===== src/rtl/burst_seq_pkg.sv =====
package burst_seq_pkg;
  typedef enum logic [1:0] {
    ORD_LINEAR = 2'b00,
    ORD_RSVD_A = 2'b01,
    ORD_WRAP   = 2'b10,
    ORD_RSVD_B = 2'b11
  } order_e;
endpackage


===== src/rtl/burst_order_dec.sv =====
module burst_order_dec
  import burst_seq_pkg::*;
#(
  parameter int  LINE_W      = 8,
  parameter bit  WRAP_ENABLE = 1'b1
) (
  input  order_e              order,
  input  logic [LINE_W-1:0]   line_dw,
  output logic                wrap_en,
  output logic                single_only
);
  logic line_ok;

  always_comb begin
    line_ok = (line_dw != '0) && ((line_dw & (line_dw - 1'b1)) == '0);
  end

  generate
    if (WRAP_ENABLE) begin : g_wrap
      always_comb begin
        wrap_en     = (order == ORD_WRAP) && line_ok;
        single_only = (order == ORD_RSVD_A) || (order == ORD_RSVD_B) ||
                      ((order == ORD_WRAP) && !line_ok);
      end
    end else begin : g_nowrap
      always_comb begin
        wrap_en     = 1'b0;
        single_only = (order != ORD_LINEAR) && line_ok | (order != ORD_LINEAR);
      end
    end
  endgenerate
endmodule


===== src/rtl/burst_next_addr.sv =====
module burst_next_addr #(
  parameter int DW_W = 30
) (
  input  logic [DW_W-1:0] cur_dw,
  input  logic [DW_W-1:0] start_off,
  input  logic [DW_W-1:0] line_mask,
  input  logic [DW_W-1:0] line_len,
  input  logic            wrap_en,
  output logic [DW_W-1:0] next_dw
);
  logic [DW_W-1:0] inc, low_nxt, base;

  always_comb begin
    inc     = cur_dw + DW_W'(1);
    low_nxt = inc & line_mask;
    base    = cur_dw & ~line_mask;
    if (!wrap_en)
      next_dw = inc;
    else if (low_nxt == start_off)
      next_dw = base + line_len + start_off;
    else
      next_dw = base | low_nxt;
  end
endmodule


===== src/rtl/burst_phase_ctl.sv =====
module burst_phase_ctl (
  input  logic clk,
  input  logic rst_n,
  input  logic addr_strobe,
  input  logic xfer,
  input  logic last_phase,
  input  logic single_only,
  output logic in_burst,
  output logic load,
  output logic advance,
  output logic disc_req
);
  logic first_q, ending;

  always_comb begin
    load     = !in_burst && addr_strobe;
    disc_req = in_burst && first_q && single_only;
    ending   = in_burst && xfer && (last_phase || disc_req);
    advance  = in_burst && xfer && !ending;
  end

  always_ff @(posedge clk or negedge rst_n) begin
    if (!rst_n) begin
      in_burst <= 1'b0;
      first_q  <= 1'b0;
    end else if (load) begin
      in_burst <= 1'b1;
      first_q  <= 1'b1;
    end else if (ending) begin
      in_burst <= 1'b0;
      first_q  <= 1'b0;
    end else if (advance) begin
      first_q  <= 1'b0;
    end
  end


  disc_end_chk: assert property (@(posedge clk) disable iff (!rst_n)
    disc_req && xfer |=> !in_burst);

  last_end_chk: assert property (@(posedge clk) disable iff (!rst_n)
    in_burst && xfer && last_phase |=> !in_burst);
endmodule


===== src/rtl/burst_addr_seq.sv =====
module burst_addr_seq
  import burst_seq_pkg::*;
#(
  parameter int ADDR_W      = 32,
  parameter int LINE_W      = 8,
  parameter bit WRAP_ENABLE = 1'b1
) (
  input  logic              clk,
  input  logic              rst_n,
  input  logic              addr_strobe,
  input  logic [ADDR_W-1:0] addr_in,
  input  logic              init_rdy,
  input  logic              tgt_rdy,
  input  logic [LINE_W-1:0] line_dw,
  input  logic              last_phase,
  output logic [ADDR_W-3:0] dw_addr,
  output logic              in_burst,
  output logic              disc_req
);
  localparam int DW_W = ADDR_W - 2;
  localparam int PAD  = DW_W - LINE_W;

  order_e             order_q;
  logic [LINE_W-1:0]  line_q;
  logic [DW_W-1:0]    dw_q, start_off_q, next_dw;
  logic [DW_W-1:0]    line_len, line_mask, in_mask;
  logic               xfer, load, advance, wrap_en, single_only;

  always_comb begin
    xfer      = init_rdy && tgt_rdy;
    line_len  = {{PAD{1'b0}}, line_q};
    line_mask = line_len - DW_W'(1);
    in_mask   = {{PAD{1'b0}}, line_dw} - DW_W'(1);
  end

  burst_order_dec #(.LINE_W(LINE_W), .WRAP_ENABLE(WRAP_ENABLE)) u_dec (
    .order(order_q), .line_dw(line_q),
    .wrap_en(wrap_en), .single_only(single_only)
  );

  burst_next_addr #(.DW_W(DW_W)) u_next (
    .cur_dw(dw_q), .start_off(start_off_q), .line_mask(line_mask),
    .line_len(line_len), .wrap_en(wrap_en), .next_dw(next_dw)
  );

  burst_phase_ctl u_ctl (
    .clk(clk), .rst_n(rst_n), .addr_strobe(addr_strobe), .xfer(xfer),
    .last_phase(last_phase), .single_only(single_only),
    .in_burst(in_burst), .load(load), .advance(advance), .disc_req(disc_req)
  );

  always_ff @(posedge clk or negedge rst_n) begin
    if (!rst_n) begin
      dw_q        <= '0;
      order_q     <= ORD_LINEAR;
      line_q      <= '0;
      start_off_q <= '0;
    end else if (load) begin
      dw_q        <= addr_in[ADDR_W-1:2];
      order_q     <= order_e'(addr_in[1:0]);
      line_q      <= line_dw;
      start_off_q <= addr_in[ADDR_W-1:2] & in_mask;
    end else if (advance) begin
      dw_q        <= next_dw;
    end
  end

  assign dw_addr = dw_q;


  stall_hold_chk: assert property (@(posedge clk) disable iff (!rst_n)
    in_burst && !xfer |=> $stable(dw_addr));

  linear_step_chk: assert property (@(posedge clk) disable iff (!rst_n)
    in_burst && order_q == ORD_LINEAR && xfer && !last_phase
    |=> dw_addr == $past(dw_addr) + DW_W'(1));

  wrap_base_chk: assert property (@(posedge clk) disable iff (!rst_n)
    in_burst && wrap_en && xfer && !last_phase &&
    (((dw_addr + DW_W'(1)) & line_mask) != start_off_q)
    |=> (dw_addr & ~line_mask) == $past(dw_addr & ~line_mask));

  order_hold_chk: assert property (@(posedge clk) disable iff (!rst_n)
    in_burst && $past(in_burst) |-> order_q == $past(order_q) && line_q == $past(line_q));

  idle_hold_chk: assert property (@(posedge clk) disable iff (!rst_n)
    !in_burst && !addr_strobe |=> !in_burst && $stable(dw_addr));
endmodule


===== config.mk =====
export PLATFORM = sky130hd
export DESIGN_NAME = burst_addr_seq
export DESIGN_NICKNAME = d
export VERILOG_FILES = /design/src/rtl/burst_seq_pkg.sv /design/src/rtl/burst_order_dec.sv /design/src/rtl/burst_next_addr.sv /design/src/rtl/burst_phase_ctl.sv /design/src/rtl/burst_addr_seq.sv
export SDC_FILE = /design/constraint.sdc
export NUM_CORES = 1
export LEC_CHECK = 0
export BUFFER_PORTS_ARGS = -buffer_cell sky130_fd_sc_hd__buf_2
export CORE_MARGIN = 2
export CORE_UTILIZATION = 55
export DETAILED_ROUTE_END_ITERATION = 6
export PLACE_DENSITY = 0.75
export SLEW_MARGIN = 20
export SYNTH_ARGS = -nofsm -noshare
export SYNTH_HDL_FRONTEND = slang
export SYNTH_SLANG_ARGS = --single-unit

===== constraint.sdc =====
create_clock -name clk -period 6 [get_ports clk]
set_input_delay 0.9 -clock clk [delete_from_list [all_inputs] [get_ports clk]]
set_output_delay 0.9 -clock clk [all_outputs]
set_load 0.005 [all_outputs]

=== After elaboration in Yosys (flattened, before gate mapping) ===
Index checks and enable logic that the tools add are counted.

* Flip-flop bits (word level): 72
* Input port bits: 46
* Logic and storage cells: 52

* Add/sub/neg operators: 6
* Eq/ne operators: 4
* Muxes and demuxes: 9
* Bitwise gates (word level): 6
* Reduce and logical (&&, ||, !) cells: 21

{| class="wikitable"
|+ Operators by type and width
! operator !! number
|-
| 30-bit two-way mux || 4
|-
| 30-bit bitwise AND || 3
|-
| 30-bit by 1-bit adder with 30-bit output, second input constant || 1
|-
| 30-bit adder || 1
|-
| 30-bit by 8-bit adder with 30-bit output || 1
|-
| 30-bit == test || 1
|-
| 30-bit inverter || 1
|-
| 30-bit OR || 1
|-
| 8-bit by 1-bit subtractor with 9-bit output, second input constant || 2
|-
| 1-bit logical AND || 10
|-
| 8-bit bitwise AND || 1
|-
| 8-bit zero test || 1
|-
| 8-bit nonzero test || 1
|-
| 8-bit by 1-bit subtractor with 8-bit output, second input constant || 1
|-
| 1-bit two-way mux || 5
|-
| 2-bit == test, second input constant || 2
|-
| 2-bit nonzero test || 2
|-
| 1-bit zero test || 3
|-
| 1-bit logical OR || 3
|-
| 3-bit nonzero test || 1
|-
| 2-bit by 1-bit == test with 1-bit output, second input constant || 1
|}

=== Logic depth before layout (Yosys ltp) ===
Gate-level depths: netlist of run 1.

* Word-level depth: 15
* Mapped depth: 20
* Depth with buffers taken out: 19

=== Hierarchy ===
Synthesis of run 1 repeated with hierarchy kept, for this count alone.

* Cells, all modules: 969
* Area total of the unflattened synthesis: 8207.9 µm²

{| class="wikitable"
|+ Modules (own cells, without submodules)
! module !! times used !! cells each !! area each (µm²) !! seq. area each (µm²)
|-
| burst_next_addr || 1 || 648 || 4717.0 || 0.0
|-
| burst_addr_seq || 1 || 289 || 3221.8 || 1751.7
|-
| burst_order_dec || 1 || 21 || 163.9 || 0.0
|-
| burst_phase_ctl || 1 || 11 || 105.1 || 50.0
|}

=== Worst setup path after synthesis of run 1 ===
Ideal clock, no wire load.

* Path type: register -> register
* Start: register line_q[2]
* End: register with a tool-made name
* Data arrival time: 4.794 ns
* Path slack: 1.116 ns
* Stages on the path, launching flop included: 18
* Buffers on the path: 0
* Period minus slack after synthesis: 4.884 ns
* Cells stage by stage: dfrtp_1 > or3_1 > or3_1 > or3_1 > ha_1 > and2_1 > fa_1 > ha_1 > o21a_1 > o211ai_1 > o21ba_2 > o211ai_1 > a31oi_1 > a221oi_1 > o21ai_0 > a2111oi_0 > nor3_1 > o221ai_1

{| class="wikitable"
|+ RTL lines
! what !! line !! RTL
|-
| start, declared || burst_addr_seq.sv:24 || <nowiki>logic [LINE_W-1:0] line_q;</nowiki>
|-
| start signal, assigned || burst_addr_seq.sv:61 || <nowiki>line_q <= line_dw;</nowiki>
|}

==> results of run 1 <==
[path summary, 6_finish.rpt]
| kind | start | to | slack [ns] | depth (start not counted) |
|---|---|---|---|---|
| worst max-delay path | line_q[2] | flip-flop | 0.40 | 18 |
| worst min-delay path | order_q[1] | order_q[1] | 0.54 | 2 |
| worst max register to register | line_q[2] | flip-flop | 0.40 | 18 |
| worst min register to register | order_q[1] | order_q[1] | 0.54 | 2 |
| max in group asynchronous | rst_n | line_q[7] | 4.68 | 1 |
| min in group asynchronous | rst_n | start_off_q[1] | 0.64 | 1 |
[worst min-delay path: cells and delay by family, from the launching register on]
family	cells	cell delay [ns]
DFF	1	0.38
and+or+nand+nor	2	0.13
[final cells by class]
class / instances / area [sq um] / area share
sequential: 72 / 1802 / 0.2258
clock inverter: 3 / 40.04 / 0.005018
tap: 172 / 215.2 / 0.02697
clock buffer: 13 / 260.3 / 0.03262
timing repair buffer: 92 / 500.5 / 0.06273
multi-input combinational: 709 / 5086 / 0.6374
inverter: 20 / 75.07 / 0.009409
[routing by layer]
layer	vias to the layer above	share of wire	GRT usage
met3	72	0.075	0.07336
met4	0	0.037	0.1483
met5	-	0	0
li1	3288	-	-
met1	3407	0.40	0.3937
met2	319	0.49	0.5517
[cells by family (layout without fill, tap and decap cells)]
family,count (synthesis),in the layout,share of synthesized area
adders and majority gates,71,71,0.1332
DFF,72,72,0.2511
muxes,8,8,0.01151
AOI/OAI and AO/OA,255,255,0.2497
buffers and inverters,66,128,0.04133
and+or+nand+nor,312,312,0.2283
xor gates and xnor gates,63,63,0.08476
[synth_stat cells (6+ instances only)]
cell type / count / area [sq um]
a21o_1: 14 / 105.1
a21oi_1: 39 / 195.2
a221oi_1: 9 / 78.83
a22o_1: 23 / 201.4
a22oi_1: 13 / 97.59
a31oi_1: 12 / 75.07
and2_1: 30 / 187.7
and3_1: 9 / 56.30
and4_1: 9 / 78.83
buf_2: 8 / 40.04
clkbuf_1: 28 / 105.1
dfrtp_1: 72 / 1802
fa_1: 9 / 180.2
ha_1: 62 / 775.7
inv_1: 20 / 75.07
mux2i_1: 6 / 60.06
nand2_1: 97 / 364.1
nand2b_1: 6 / 37.54
nand3_1: 17 / 85.08
nand4_1: 16 / 100.1
nor2_1: 45 / 168.9
nor2b_1: 9 / 56.30
nor3_1: 20 / 100.1
nor4_1: 9 / 56.30
o21a_1: 8 / 60.06
o21ai_0: 56 / 280.3
o22ai_1: 11 / 68.82
o31ai_1: 16 / 120.1
or3_1: 12 / 75.07
or4_1: 10 / 75.07
xnor2_1: 36 / 315.3
xor2_1: 23 / 201.4
[cell usage in the layout, fill, tap and decap left out, drive strengths merged, types with 20 or more instances in the layout]
cell type	netlist	final
buf	17	92
dfrtp	72	72
o21ai	58	58
xnor2	36	36
xor2	23	23
a22o	23	23
ha	62	62
and2	31	31
inv	20	20
nor3	20	20
nand2	97	97
a21oi	41	41
nor2	46	46
[power groups by stage]
stage | Sequential [mW] | Clock (mW) | Combinational, mW
final | 0.965 | 0.563 | 2.45
after global routing | 0.998 | 0.584 | 2.70
after floorplan | 0.842 | 0 | 1.84
after global placement | 0.947 | 0 | 2.33
after detailed placement | 0.961 | 0 | 2.39
after CTS | 0.954 | 0.566 | 2.41
==> metrics, run 1 <==
status finished clean; synthesized instance count 847; Num CTS Buffers 9; DIE WIDTH between 100 and 150 microns; post-cts sizing count 0; FP Rows between 40 and 50; design area 0.007979 sq mm; worst-path fanout max 6; Final Non-Filler Cells 1,081; hold_buf cts 0; final setup vio count 0; number of synthesized register bits slightly above 70; gpl congestion just under 1; overall global routing resource usage 0.3258; Tot Pwr 3.973 mW; initial core utilization 0.5662; sw frac 0.4783; Worst-Margin Slew between 0.9 and 1 ns; hold crit path type flip-flop to flip-flop; min Tclk post-route 5.597 ns; Mapped Nets approximately 960; GRT overflow 0; Max clock buf depth 2; post-place setup slack slightly below 0.5 ns; fin crit share 0.9328; via count of the first global-routing pass ~7,000; NetSw around 1.9 mW; nets around 1,000; Buf+Inv Stages, Crit Path 0; Pleak 3.618 nW; Critical Path AT approximately 6 ns; antenna violations before repair 0; Cell Pwr Density 497.9 mW/mm^2; Worst setup EP type flip-flop; DRT antenna net count 0; clock root cell clkbuf_16; Worst Skew about 0.0094 ns; IO buf count between 70 and 80; Post-CTS Setup Bufs 0; Worst EP required about 6.3 ns; Fmax roughly 180 MHz; layout cells sized above 1 0.1397; largest net degree at the start of global routing 73; EDFF count, synth 0; wire per inst between 20 and 25 microns; DR DRC count 0; Antenna diodes 0; number of max-cap violations 0; Synth Flop Type dfrtp_1; Avg Cell Area, Syn 8.470 sq um; DRT iter0 DRCs ~700; RSZ-0062 raised after global routing false; Filler cells approximately 1,100; overall routed net length ~23,000 microns; area of the die around 0.014 sq mm; relative slew slack 0.3677; clock share of power 0.142; Crit Path Class flip-flop to flip-flop; post-synth cell types between 80 and 90; top-level I/O count 78; Internal Pwr Total 2.073 mW; DP HPWL between 15,000 and 20,000 microns; H-tree levels 3; combinational power share 0.615; crit-path max cell delay 0.61 ns; first-pass GRT wire length approximately 36,000 microns; vias after detailed routing approximately 7,100; Max VDD drop roughly 0.00027 V; YS warnings 0; max-slew violation count 0; Pre-antenna DRT Iters 5; ys async rst share 1.000; CTS sink count 72; post-route worst setup slack roughly 0.40 ns; sequential power share 0.243; Final Hold Viols 0; Cell Area, Synth a little over 0.007 sq mm; sequential cell area fraction in the yosys report 0.2511; dominant delay contributor by cell family on the critical path compound AO/OA/AOI/OAI gates; clk_lat worst skew between 0.3 and 0.4 ns; number of placed instances, taps included ~1,100; vias per cell 6.555; fin util 0.6297; Placeable Area 0.01267 sq mm; Critical-path top delay cell a221oi_1; P&R area growth vs syn 11.21%; Placement Cell Area 0.007679 sq mm; WHS roughly 0.54 ns; crit-path cells or3_1 -> or3_1 -> or3_1 -> ha_1 -> and2_1 -> fa_1 -> ha_1 -> a21o_1 -> a21oi_1 -> o21ai_0 -> a31oi_1 -> o21ai_0 -> a221oi_1 -> o31ai_1 -> o41a_1 -> xnor2_1 -> o221a_2 -> o2bb2ai_1; critical path startpoint category flip-flop; CTS tree built; Setup Total Neg Slack 0 ns; chip height 118.2 microns; clk slew on worst S/H paths about 0.06 ns; Crit path top cell by count or3_1
(Power assumes the default switching activity.)
==> inputs of run 2 (changes only) <==
==> constraint.sdc (replaced) <==
create_clock -name clk -period 6 [get_ports clk]
set_input_delay 0.3 -clock clk [delete_from_list [all_inputs] [get_ports clk]]
set_output_delay 0.3 -clock clk [all_outputs]
set_load 0.005 [all_outputs]
==> run 2 against run 1 <==
Effect of this change: die area unchanged; combinational power about the same; first-iteration DRC count down 14%; flip-flop and latch count unchanged; global-route usage down 0.53 points; non-clock buffer count unchanged; clock-buffer cell count unchanged; final cell count unchanged; via count down 0.17%; design area down 0.41%.
==> metrics, run 2 (synthesis results as in run 1) <==
crit-path cells or3_1 -> or3_1 -> or3_1 -> ha_1 -> and2_1 -> fa_1 -> ha_1 -> a21o_1 -> a21oi_1 -> o21ai_0 -> a31oi_1 -> o21ai_0 -> a221oi_1 -> o31ai_1 -> o41a_1 -> xnor2_1 -> o221a_2 -> o2bb2ai_1; crit-path max cell delay slightly above 0.6 ns; Worst EP required 6.27 ns; Final Hold Viols 0; Critical Path AT a little under 6 ns; overall global routing resource usage 0.3205; Worst-Margin Slew about 0.91 ns; Pleak 3.598 nW; min Tclk post-route ~5.6 ns; DRT antenna net count 0; via count of the first global-routing pass ~6,800; first-pass GRT wire length ~35,000 microns; Pre-antenna DRT Iters 5; H-tree levels 3; Worst Skew ~0.0066 ns; gpl congestion roughly 1; chip height roughly 120 microns; overall routed net length approximately 22,000 microns; final setup vio count 0; DIE WIDTH approximately 120 microns; clock root cell clkbuf_16; Crit Path Class flip-flop to flip-flop; wire per inst roughly 21 microns; hold crit path type input pin to async pin; DR DRC count 0; clk_lat worst skew 0.35 ns; nets 1,021; layout cells sized above 1 0.1386; max-slew violation count 0; CTS tree built; Worst setup EP type flip-flop; fin crit share 0.9312; Num CTS Buffers 9; post-route worst setup slack between 0.4 and 0.5 ns; Cell Pwr Density roughly 500 mW/mm^2; relative slew slack 0.3915; Fmax between 150 and 200 MHz; Max VDD drop between 0.0002 and 0.0003 V; DRT iter0 DRCs approximately 600; Setup Total Neg Slack 0 ns; most common cell after layout, fill and taps aside nand2_1; hold_buf cts 0; vias per cell ~6.5; largest net degree at the start of global routing 78; CTS sink count 72; RSZ-0062 raised after global routing false; FP Rows 41; DP HPWL between 15,000 and 20,000 microns; worst-path fanout max 6; Placeable Area between 0.01 and 0.015 sq mm; reg2reg setup slack 0.41 ns; number of max-cap violations 0; Crit path top cell by count or3_1; status finished clean; P&R area growth vs syn 10.76%; Post-CTS Setup Bufs 0; most frequent cells in the layout nand2_1, buf_2, dfrtp_1; Placement Cell Area roughly 0.0077 sq mm; top-level I/O count slightly below 80; IO buf count 77; Antenna diodes 0; vias after detailed routing approximately 7,100; Max clock buf depth 2; GRT overflow 0; Critical-path top delay cell a221oi_1; clk slew on worst S/H paths 0.06 ns; critical path startpoint category flip-flop; post-place setup slack between 0.4 and 0.5 ns; post-cts sizing count 0; design area ~0.0079 sq mm; area of the die 0.01397 sq mm; initial core utilization 0.5662; antenna violations before repair 0
## run 2: cell count changes in the layout (fill, tap and decap cells not counted), sizes merged
cell and delta:
clkinvlp +1, bufinv -1
## run 2: power by group
| group | internal (mW) | total [mW] | switching (mW) |
|---|---|---|---|
| registers | 0.648 | 0.961 | 0.313 |
| clock network | 0.290 | 0.512 | 0.222 |
| logic | 1.08 | 2.43 | 1.35 |
| total | 2.01 | 3.90 | 1.89 |
## run 2: final timing paths
check / cells past startpoint / end / startpoint
max reg2reg: 18 / flip-flop / line_q[2]
max: 18 / flip-flop / line_q[2]
min reg2reg: 2 / order_q[0] / order_q[0]
min: 1 / line_q[1] / rst_n
max in group asynchronous: 1 / start_off_q[13] / rst_n
min in group clk: 3 / order_q[0] / addr_in[0]
## run 2: area by class of cell
type	count	area, sq um
fill	1145	4725
tap	172	215.2
multi-input combinational	709	5086
inverter	20	75.07
sequential	72	1802
clock buffer	13	250.2
timing repair buffer	92	500.5
clock inverter	3	17.52
## run 2: critical path, delay by kind of cell, from the launching register on
family	cells	cell delay, ns
AO/OA/AOI/OAI	10	2.57
XOR/XNOR	1	0.14
adder cells (fa/ha/maj)	3	1.07
flip-flops	1	0.44
AND/OR/NAND/NOR	4	1.29
## run 2: per-layer routing
metal,GRT usage,wire length (microns),up-vias
li1,-,-,3289
met1,0.3999,9199,3445
met2,0.5415,10830,281
met3,0.04537,1513,59
met4,0.1559,838,0
met5,0.01838,0,-
## run 2: metrics by stage
step | util | hold slack, ns | cells | power, mW
floorplan | - | 0.004409 | 847 | 2.679
global placement | 0.6060 | 0.4809 | 1065 | 3.277
detailed placement | 0.6060 | 0.4967 | 1065 | 3.343
CTS | 0.6271 | 0.1275 | 1081 | 3.870
global route | 0.6271 | 0.1677 | 1081 | 4.217
finish | 0.6271 | 0.08126 | 1081 | 3.904
==> inputs of run 3 (changes only) <==
--- a/config.mk
+++ b/config.mk
@@ -9,6 +9,7 @@
 export CORE_MARGIN = 2
 export CORE_UTILIZATION = 55
 export DETAILED_ROUTE_END_ITERATION = 6
+export GPL_ROUTABILITY_DRIVEN = 0
 export PLACE_DENSITY = 0.75
 export SLEW_MARGIN = 20
 export SYNTH_ARGS = -nofsm -noshare
==> constraint.sdc (replaced) <==
create_clock -name clk -period 5.55 [get_ports clk]
set_input_delay 0.2775 -clock clk [delete_from_list [all_inputs] [get_ports clk]]
set_output_delay 0.2775 -clock clk [all_outputs]
set_load 0.005 [all_outputs]
==> run 3 against run 2 <==
Effect of this change: setup slack worse by 0.20 ns; utilization increased by 0.31 points; die area stayed put.
==> metrics, run 3 (synthesis results as in run 1) <==
Worst EP required a little under 6 ns; worst-path fanout max 6; crit-path cells or3_1 -> or3_1 -> or3_1 -> ha_1 -> and2_1 -> fa_1 -> ha_1 -> o21a_1 -> o211ai_1 -> o21ba_2 -> o211ai_1 -> a31oi_1 -> a221oi_2 -> o21ai_1 -> a2111oi_1 -> nor3_1 -> o221ai_1; Setup Total Neg Slack 0 ns; clk_lat worst skew around 0.35 ns; Num CTS Buffers 9; min Tclk post-route roughly 5.3 ns; vias after detailed routing approximately 7,100; DR DRC count 0; area of the die between 0.01 and 0.015 sq mm; Pre-antenna DRT Iters 6; H-tree levels 3; FP Rows a little over 40; nets a little over 1,000; largest net degree at the start of global routing 73; hold_buf cts 0; Placeable Area roughly 0.013 sq mm; Critical-path top delay cell dfrtp_1; DP HPWL about 16,000 microns; Worst-Margin Slew around 1.1 ns; top-level I/O count between 70 and 80; max-slew violation count 0; GRT overflow 0; layout cells sized above 1 0.1449; Critical Path AT between 5 and 6 ns; Pleak 3.612 nW; most frequent cells in the layout nand2_1, buf_2, dfrtp_1; Antenna diodes 0; DRT antenna net count 0; final setup vio count 0; relative slew slack 0.2688; initial core utilization 0.5662; wire per inst just over 20 microns; DRT iter0 DRCs between 500 and 600; Filler cells 1,118; Tot Pwr roughly 4.2 mW; number of max-cap violations 0; fin crit share 0.9622; Worst setup EP type flip-flop; antenna violations before repair 0; Post-CTS Setup Bufs 0; Fmax 187.3 MHz; Final Hold Viols 0; first-pass GRT wire length ~36,000 microns; Max VDD drop about 0.00030 V; overall global routing resource usage 0.3189; clock root cell clkbuf_16; hold crit path type input pin to async pin; Buf+Inv Stages, Crit Path 0; via count of the first global-routing pass ~6,900; status finished clean; Crit path top cell by count or3_1; fin util 0.6302; Placement Cell Area a little under 0.008 sq mm; crit-path max cell delay between 0.4 and 0.5 ns; RSZ-0062 raised after global routing false; chip height 118.2 microns; overall routed net length 22,060 microns; Worst Skew slightly above 0.01 ns; vias per cell roughly 6.6; Cell Pwr Density roughly 530 mW/mm^2; critical path startpoint category flip-flop; IO buf count 77; Crit Path Class flip-flop to flip-flop; Max clock buf depth 2; clk slew on worst S/H paths around 0.06 ns; DIE WIDTH roughly 120 microns; CTS sink count 72; P&R area growth vs syn 11.30%; most common cell after layout, fill and taps aside nand2_1; design area 0.007985 sq mm; dominant delay contributor by cell family on the critical path compound AO/OA/AOI/OAI gates; CTS tree built
==> run 3: report_power, final <==
group          switching [mW]  internal, mW
Sequential              0.344         0.700
Combinational            1.48          1.17
Clock                   0.228         0.309
==> run 3: per-layer routing <==
metal | track usage | up-vias | wire length [microns]
li1 | - | 3291 | -
met1 | 0.3963 | 3460 | 8935
met2 | 0.5426 | 330 | 10630
met3 | 0.05936 | 60 | 1695
met4 | 0.1325 | 0 | 790
met5 | 0 | - | 0
==> run 3: through the flow <==
step                      hold slack [ns]  worst slack (ns)  instances
after floorplan                  -0.01809            0.6658        847
after global placement             0.4626            0.3199       1069
after detailed placement           0.4666           0.06063       1069
after CTS                          0.1047           0.01499       1083
after global routing               0.1519         0.0003788       1083
final                             0.06964            0.2100       1083
==> run 3: layout make-up <==
type | instances | area (sq um) | share of cell area
Timing Repair Buffer | 96 | 530.5 | 0.06644
Inverter | 20 | 75.07 | 0.009401
Clock buffer | 11 | 242.7 | 0.03040
Sequential cell | 72 | 1802 | 0.2256
Clock inverter | 3 | 20.02 | 0.002507
Tap cell | 172 | 215.2 | 0.02695
Multi-Input combinational cell | 709 | 5100 | 0.6387
==> run 3: worst paths after layout <==
check / from / endpoint / slack, ns / cells after the start
max: line_q[2] / flip-flop / 0.21 / 17
min: rst_n / start_off_q[0] / 0.07 / 1
max reg2reg: line_q[2] / flip-flop / 0.21 / 17
min reg2reg: order_q[1] / order_q[1] / 0.52 / 2
max in group asynchronous: rst_n / async pin / 4.90 / 1
min in group clk: addr_in[1] / order_q[1] / 0.12 / 3
==> run 3: worst reg2reg max path: cells and delay by family (launching register included) <==
kind	cells	cell delay [ns]
AOI/OAI and AO/OA	9	2.24
adders and majority gates	3	1.13
DFF	1	0.46
and+or+nand+nor	5	1.40
==> run 3: repair_timing <==
| action | CTS | global route |
|---|---|---|
| endpoints found under the setup margin | 0 | 3 |
| resized for setup | 0 | 5 |
| endpoints found under the hold margin | 0 | 0 |
